$ cat config.mk
export PLATFORM = sky130hd
export DESIGN_NAME = lyr_xbar
export DESIGN_NICKNAME = d
export VERILOG_FILES = /design/src/rtl/lyr_xbar_pkg.sv /design/src/rtl/lyr_addr_dec.sv /design/src/rtl/lyr_port_arb.sv /design/src/rtl/lyr_rsp_route.sv /design/src/rtl/lyr_xbar.sv
export SDC_FILE = /design/constraint.sdc
export NUM_CORES = 1
export LEC_CHECK = 0
export ABC_AREA = 1
export BUFFER_PORTS_ARGS = -buffer_cell sky130_fd_sc_hd__buf_2
export CAP_MARGIN = 20
export CELL_PAD_IN_SITES_DETAIL_PLACEMENT = 0
export CELL_PAD_IN_SITES_GLOBAL_PLACEMENT = 1
export CORE_AREA = 2 2 242 244
export CTS_BUF_LIST = sky130_fd_sc_hd__clkbuf_4 sky130_fd_sc_hd__clkbuf_8
export DETAILED_ROUTE_END_ITERATION = 6
export DIE_AREA = 0 0 244 246
export GPL_TIMING_DRIVEN = 0
export MAX_ROUTING_LAYER = met4
export PLACE_DENSITY_LB_ADDON = 0.1
export SLEW_MARGIN = 15
export SYNTH_ARGS = -nofsm -noshare
export SYNTH_HDL_FRONTEND = slang
export SYNTH_SLANG_ARGS = --single-unit
$ cat constraint.sdc
create_clock -name clk -period 1.35 [get_ports clk]
set_clock_uncertainty 0.2 [all_clocks]
set_input_delay 0 -clock clk [delete_from_list [all_inputs] [get_ports clk]]
set_output_delay 0 -clock clk [all_outputs]
set_load 0.01 [all_outputs]
$ cat src/rtl/lyr_xbar_pkg.sv
package lyr_xbar_pkg;
    localparam int PSEL_W = 2;
    localparam int NP     = 1 << PSEL_W;

    typedef enum logic [1:0] {
        PARK_D = 2'd0,
        PARK_I = 2'd1,
        BUSY_D = 2'd2,
        BUSY_I = 2'd3
    } arb_state_e;
endpackage

$ cat src/rtl/lyr_addr_dec.sv
module lyr_addr_dec
    import lyr_xbar_pkg::*;
(
    input  logic              req,
    input  logic [PSEL_W-1:0] field,
    output logic [NP-1:0]     hit
);
    for (genvar p = 0; p < NP; p++) begin : g_hit
        assign hit[p] = req && (field == PSEL_W'(p));
    end
endmodule

$ cat src/rtl/lyr_port_arb.sv
module lyr_port_arb
    import lyr_xbar_pkg::*;
(
    input  logic clk,
    input  logic rst_n,
    input  logic req_i,
    input  logic req_d,
    input  logic s_rdy,
    output logic sel,
    output logic mst,
    output logic srv_i,
    output logic srv_d
);
    arb_state_e st, nxt;

    always_ff @(posedge clk or negedge rst_n) begin
        if (!rst_n) st <= PARK_D;
        else        st <= nxt;
    end

    // next state
    always_comb begin
        nxt = st;
        unique case (st)
            PARK_D: begin
                if (req_d) begin
                    if (!s_rdy)     nxt = BUSY_D;   // stall
                    else if (req_i) nxt = BUSY_I;   // pass-on
                end else if (req_i) begin
                    nxt = BUSY_I;                   // handover
                end
            end
            PARK_I: begin
                if (req_d)               nxt = BUSY_D; // handover, data wins
                else if (req_i && !s_rdy) nxt = BUSY_I; // stall
            end
            BUSY_D: if (s_rdy) nxt = req_i ? BUSY_I : PARK_D; // pass-on / finish
            BUSY_I: if (s_rdy) nxt = req_d ? BUSY_D : PARK_I; // pass-on / finish
            default: nxt = PARK_D;
        endcase
    end

    // outputs
    always_comb begin
        sel = 1'b0;
        mst = 1'b1;
        unique case (st)
            PARK_D: begin sel = req_d;           mst = 1'b1; end
            PARK_I: begin sel = req_i && !req_d; mst = 1'b0; end
            BUSY_D: begin sel = 1'b1;            mst = 1'b1; end
            BUSY_I: begin sel = 1'b1;            mst = 1'b0; end
            default: begin sel = 1'b0;           mst = 1'b1; end
        endcase
    end

    assign srv_i = sel && !mst;
    assign srv_d = sel &&  mst;
endmodule

$ cat src/rtl/lyr_rsp_route.sv
module lyr_rsp_route
    import lyr_xbar_pkg::*;
#(
    parameter int DW = 32
) (
    input  logic [NP-1:0]         srv,
    input  logic [NP-1:0]         sp_rdy,
    input  logic [NP-1:0][DW-1:0] sp_rdata,
    output logic                  rdy,
    output logic [DW-1:0]         rdata
);
    always_comb begin
        rdy   = 1'b0;
        rdata = '0;
        for (int p = 0; p < NP; p++) begin
            if (srv[p] && sp_rdy[p]) begin
                rdy   = 1'b1;
                rdata = rdata | sp_rdata[p];
            end
        end
    end
endmodule

$ cat src/rtl/lyr_xbar.sv
module lyr_xbar
    import lyr_xbar_pkg::*;
#(
    parameter int AW      = 32,
    parameter int DW      = 32,
    parameter int CW      = 4,
    parameter int SEL_LSB = 28
) (
    input  logic                  clk,
    input  logic                  rst_n,
    input  logic                  ins_req,
    input  logic [AW-1:0]         ins_addr,
    input  logic                  ins_wr,
    input  logic [CW-1:0]         ins_ctl,
    input  logic [DW-1:0]         ins_wdata,
    output logic                  ins_rdy,
    output logic [DW-1:0]         ins_rdata,
    input  logic                  dat_req,
    input  logic [AW-1:0]         dat_addr,
    input  logic                  dat_wr,
    input  logic [CW-1:0]         dat_ctl,
    input  logic [DW-1:0]         dat_wdata,
    output logic                  dat_rdy,
    output logic [DW-1:0]         dat_rdata,
    output logic [NP-1:0]         sp_sel,
    output logic [NP-1:0]         sp_mst,
    output logic [NP-1:0][AW-1:0] sp_addr,
    output logic [NP-1:0]         sp_wr,
    output logic [NP-1:0][CW-1:0] sp_ctl,
    output logic [NP-1:0][DW-1:0] sp_wdata,
    input  logic [NP-1:0]         sp_rdy,
    input  logic [NP-1:0][DW-1:0] sp_rdata
);
    logic [NP-1:0] hit_i, hit_d, srv_i, srv_d;

    lyr_addr_dec u_dec_i (
        .req   (ins_req),
        .field (ins_addr[SEL_LSB +: PSEL_W]),
        .hit   (hit_i)
    );

    lyr_addr_dec u_dec_d (
        .req   (dat_req),
        .field (dat_addr[SEL_LSB +: PSEL_W]),
        .hit   (hit_d)
    );

    for (genvar p = 0; p < NP; p++) begin : g_port
        lyr_port_arb u_arb (
            .clk   (clk),
            .rst_n (rst_n),
            .req_i (hit_i[p]),
            .req_d (hit_d[p]),
            .s_rdy (sp_rdy[p]),
            .sel   (sp_sel[p]),
            .mst   (sp_mst[p]),
            .srv_i (srv_i[p]),
            .srv_d (srv_d[p])
        );

        assign sp_addr[p]  = sp_mst[p] ? dat_addr  : ins_addr;
        assign sp_wr[p]    = sp_mst[p] ? dat_wr    : ins_wr;
        assign sp_ctl[p]   = sp_mst[p] ? dat_ctl   : ins_ctl;
        assign sp_wdata[p] = sp_mst[p] ? dat_wdata : ins_wdata;
    end

    lyr_rsp_route #(.DW(DW)) u_rsp_i (
        .srv      (srv_i),
        .sp_rdy   (sp_rdy),
        .sp_rdata (sp_rdata),
        .rdy      (ins_rdy),
        .rdata    (ins_rdata)
    );

    lyr_rsp_route #(.DW(DW)) u_rsp_d (
        .srv      (srv_d),
        .sp_rdy   (sp_rdy),
        .sp_rdata (sp_rdata),
        .rdy      (dat_rdy),
        .rdata    (dat_rdata)
    );
endmodule

==> impl_metrics.tcl <==
set metrics [dict create \
    place_area_um2 10500 \
    setup_viol 352 \
    synth-seq-cells 8 \
    wl_per_cell_um 23.3 \
    clockPowerShare 0.008 \
    viasPerCell 4.38 \
    max_slew_margin 0.515 \
    num_vias 12400 \
    clk_pin_slew_ns 0.05 \
    fin_setup_tns_ns -147.07 \
    avgSynthCellArea_um2 4.77 \
    largest_reg_flops 8 \
    gr-total-overflow 0 \
    violations "setup timing" \
    fin_hold_ws_ns 0.00334 \
    switchingPower_mw 19.9 \
    fin_ws_ns -0.586 \
    power.density_nw_per_um2 2370 \
    routed_wl_um 66100 \
    grt_pass1_wl_um 86000 \
    final_cell_mix "548 x buf_2, 279 x nand2_1, 162 x nand4_1" \
    synth_warnings 0 \
    r2r-end "g_port[2].u_arb.st[1]$_DFFE_PN0P_" \
    syn2layout_area_growth_pct 147 \
    yosysUniqueCellTypes 26 \
    initial_core_util 0.110 \
    port_buffers 621 \
    cts_sinks 8 \
    critPathArrivalTime_ns 1.74 \
    fin_crit_ns 1.94 \
    fmax_mhz 517 \
    die_h_um 246 \
    seqPwrFrac 0.014 \
    grt_max_degree 11 \
    io_pins 624 \
    endpoint "dat_rdata[25]" \
    endpoint_kind "output port" \
    ys_seq_area_frac 0.0317 \
    startpoint "g_port[1].u_arb.st[0]$_DFFE_PN0P_" \
    hold_viol 0 \
    fin_area_um2 15600 \
    cts_root_buf "clkbuf_8" \
    p_comb_frac 0.978 \
    die_area_um2 60000 \
    path_max_fanout 8 \
    drtPass1Iterations 5 \
    synth_area_um2 6320 \
    cts_tree "done" \
    nets 2340 \
    cp.required_ns 1.15 \
    grt.total_usage 0.199 \
    critPathKind "reg -> out" \
    status "finished with violations" \
    grt_pass1_vias 11900 \
    max_slew.worst_pin.slew_ns 0.728 \
    route.detailed.drc 0 \
    syn-instance-count 1325 \
    dp_hpwl_um 48800 \
    r2r_start "g_port[2].u_arb.st[0]$_DFFE_PN0P_" \
    cp-start-kind "flip-flop" \
    p_int_mw 17.1 \
    top_register "g_port.u_arb.st" \
    maxSlewViolCount 0 \
    vdd_ir_drop_max_uv 690 \
    switching_share 0.538 \
    rrSetupSlack_ns -0.43 \
    reg2reg_depth 9 \
    synth.net_count 1599 \
    antenna_found_initial 14 \
    fin_crit_sh 1.43 \
    htree_num_levels 1 \
    reg_top3 "g_port.u_arb.st (8)" \
    layout_commonest_cell "buf_2" \
    p_leak_nw 8.07 \
    rsz0062_at_grt "true" \
    core_um2 57400 \
    clock_latency_ns 0.23 \
    yosys.area.top_type "nand2_1" \
    die_w_um 244 \
    synth_top_cell_area_share 0.277 \
    cts_buffer_depth 2 \
    min_path_type "in -> async" \
    rows 88 \
    synth_area_leaders "nand2_1 28%, o21ai_0 22%, nand4_1 16%" \
    fillCellCount 6600 \
    cts_buffers 3 \
    drtIter0Drc 534 \
    drive_gt1_frac 0.599 \
    maxCapViolations 0 \
    drtAntennaViolNets 0 \
    routabilityCongestion 0.841 \
]
-- worst min path at each step --
stage	slack [ns]	from	cells after the start	to
floorplan	-0.50	rst_n	0	g_port[0].u_arb.st[0]$_DFFE_PN0P_
global placement	-0.32	rst_n	1	g_port[0].u_arb.st[0]$_DFFE_PN0P_
CTS	0.0006	sp_rdy[3]	4	g_port[3].u_arb.st[1]$_DFFE_PN0P_
finish	0.003	rst_n	2	g_port[0].u_arb.st[0]$_DFFE_PN0P_
detailed placement	-0.32	rst_n	1	g_port[0].u_arb.st[0]$_DFFE_PN0P_
global route	0.03	rst_n	2	g_port[0].u_arb.st[0]$_DFFE_PN0P_
-- synthesized netlist by cell type, drive strengths merged --
master and instances:
nand2 470, buf 76, o22ai 1, nor2 20, and2 3, a21boi 1, inv 153, nand3 78
nor3 4, nand4 162, o211ai 2, clkbuf 52, a21oi 11, o21ai 284, dfrtp 8
-- area by class of cell --
cell class	count	area, µm²	share of cell area
Antenna cell	11	27.5	0.00176
Buffer	122	1750	0.112
Clock buffer	3	41.3	0.00264
Inverter	153	637	0.0407
Multi-Input combinational cell	1037	6580	0.421
Sequential cell	8	203	0.0130
Tap cell	765	957	0.0612
Timing Repair Buffer	741	5440	0.348
-- worst max-delay path: stages, from the launching register on --
cell and delay [ns]:
dfrtp_1 0.38, buf_8 0.14, buf_12 0.14, a21oi_4 0.13
buf_12 0.18, clkbuf_16 0.16, nand3_2 0.06, nand4_1 0.14
buf_2 0.15
-- cell families (layout without fill, tap and decap cells) --
group	after synthesis	after routing	share of synthesized area
AND/OR/NAND/NOR	737	738	0.530
AO/OA/AOI/OAI	299	299	0.242
buffers and inverters	281	1019	0.196
flip-flops	8	8	0.0317
other	0	11	0
-- metal layers --
| layer | part of all wire | GRT usage | vias to the layer above |
|---|---|---|---|
| met1 | 0.41 | 0.237 | 5982 |
| met5 | 0 | - | - |
| li1 | - | - | 5979 |
| met4 | 0.013 | 0.0278 | 0 |
| met2 | 0.52 | 0.356 | 431 |
| met3 | 0.056 | 0.0346 | 40 |
-- through the flow --
stage / cells / total power, mW / utilization / worst slack [ns]
after detailed placement: 2711 / 23.0 / 0.183 / -0.824
after global placement: 2711 / 23.2 / 0.183 / -0.822
after floorplan: 1325 / 11.8 / - / -0.0135
final: 2840 / 37.0 / 0.272 / -0.586
after global routing: 2840 / 39.3 / 0.272 / -0.636
after CTS: 2756 / 28.1 / 0.211 / -0.643
-- power by group through the flow --
stage          clock network (mW)  registers, mW  logic [mW]
4_1_cts                     0.317          0.481        27.3
3_5_place_dp                    0          0.447        22.5
6_report                    0.307          0.516        36.2
3_3_place_gp                    0          0.449        22.7
2_1_floorplan                   0          0.428        11.3
5_1_grt                     0.331          0.529        38.4
-- what timing repair did --
action / 4_1_cts / 5_1_grt
setup buffers: 31 / 47
cloned: 9 / 36
hold buffers: 2 / 0
endpoints found under the hold margin: 9 / 0
pin swaps: 8 / 74
resized for setup: 326 / 945
endpoints found under the setup margin: 358 / 357
No activity file was read; power rests on OpenSTA's default activity.
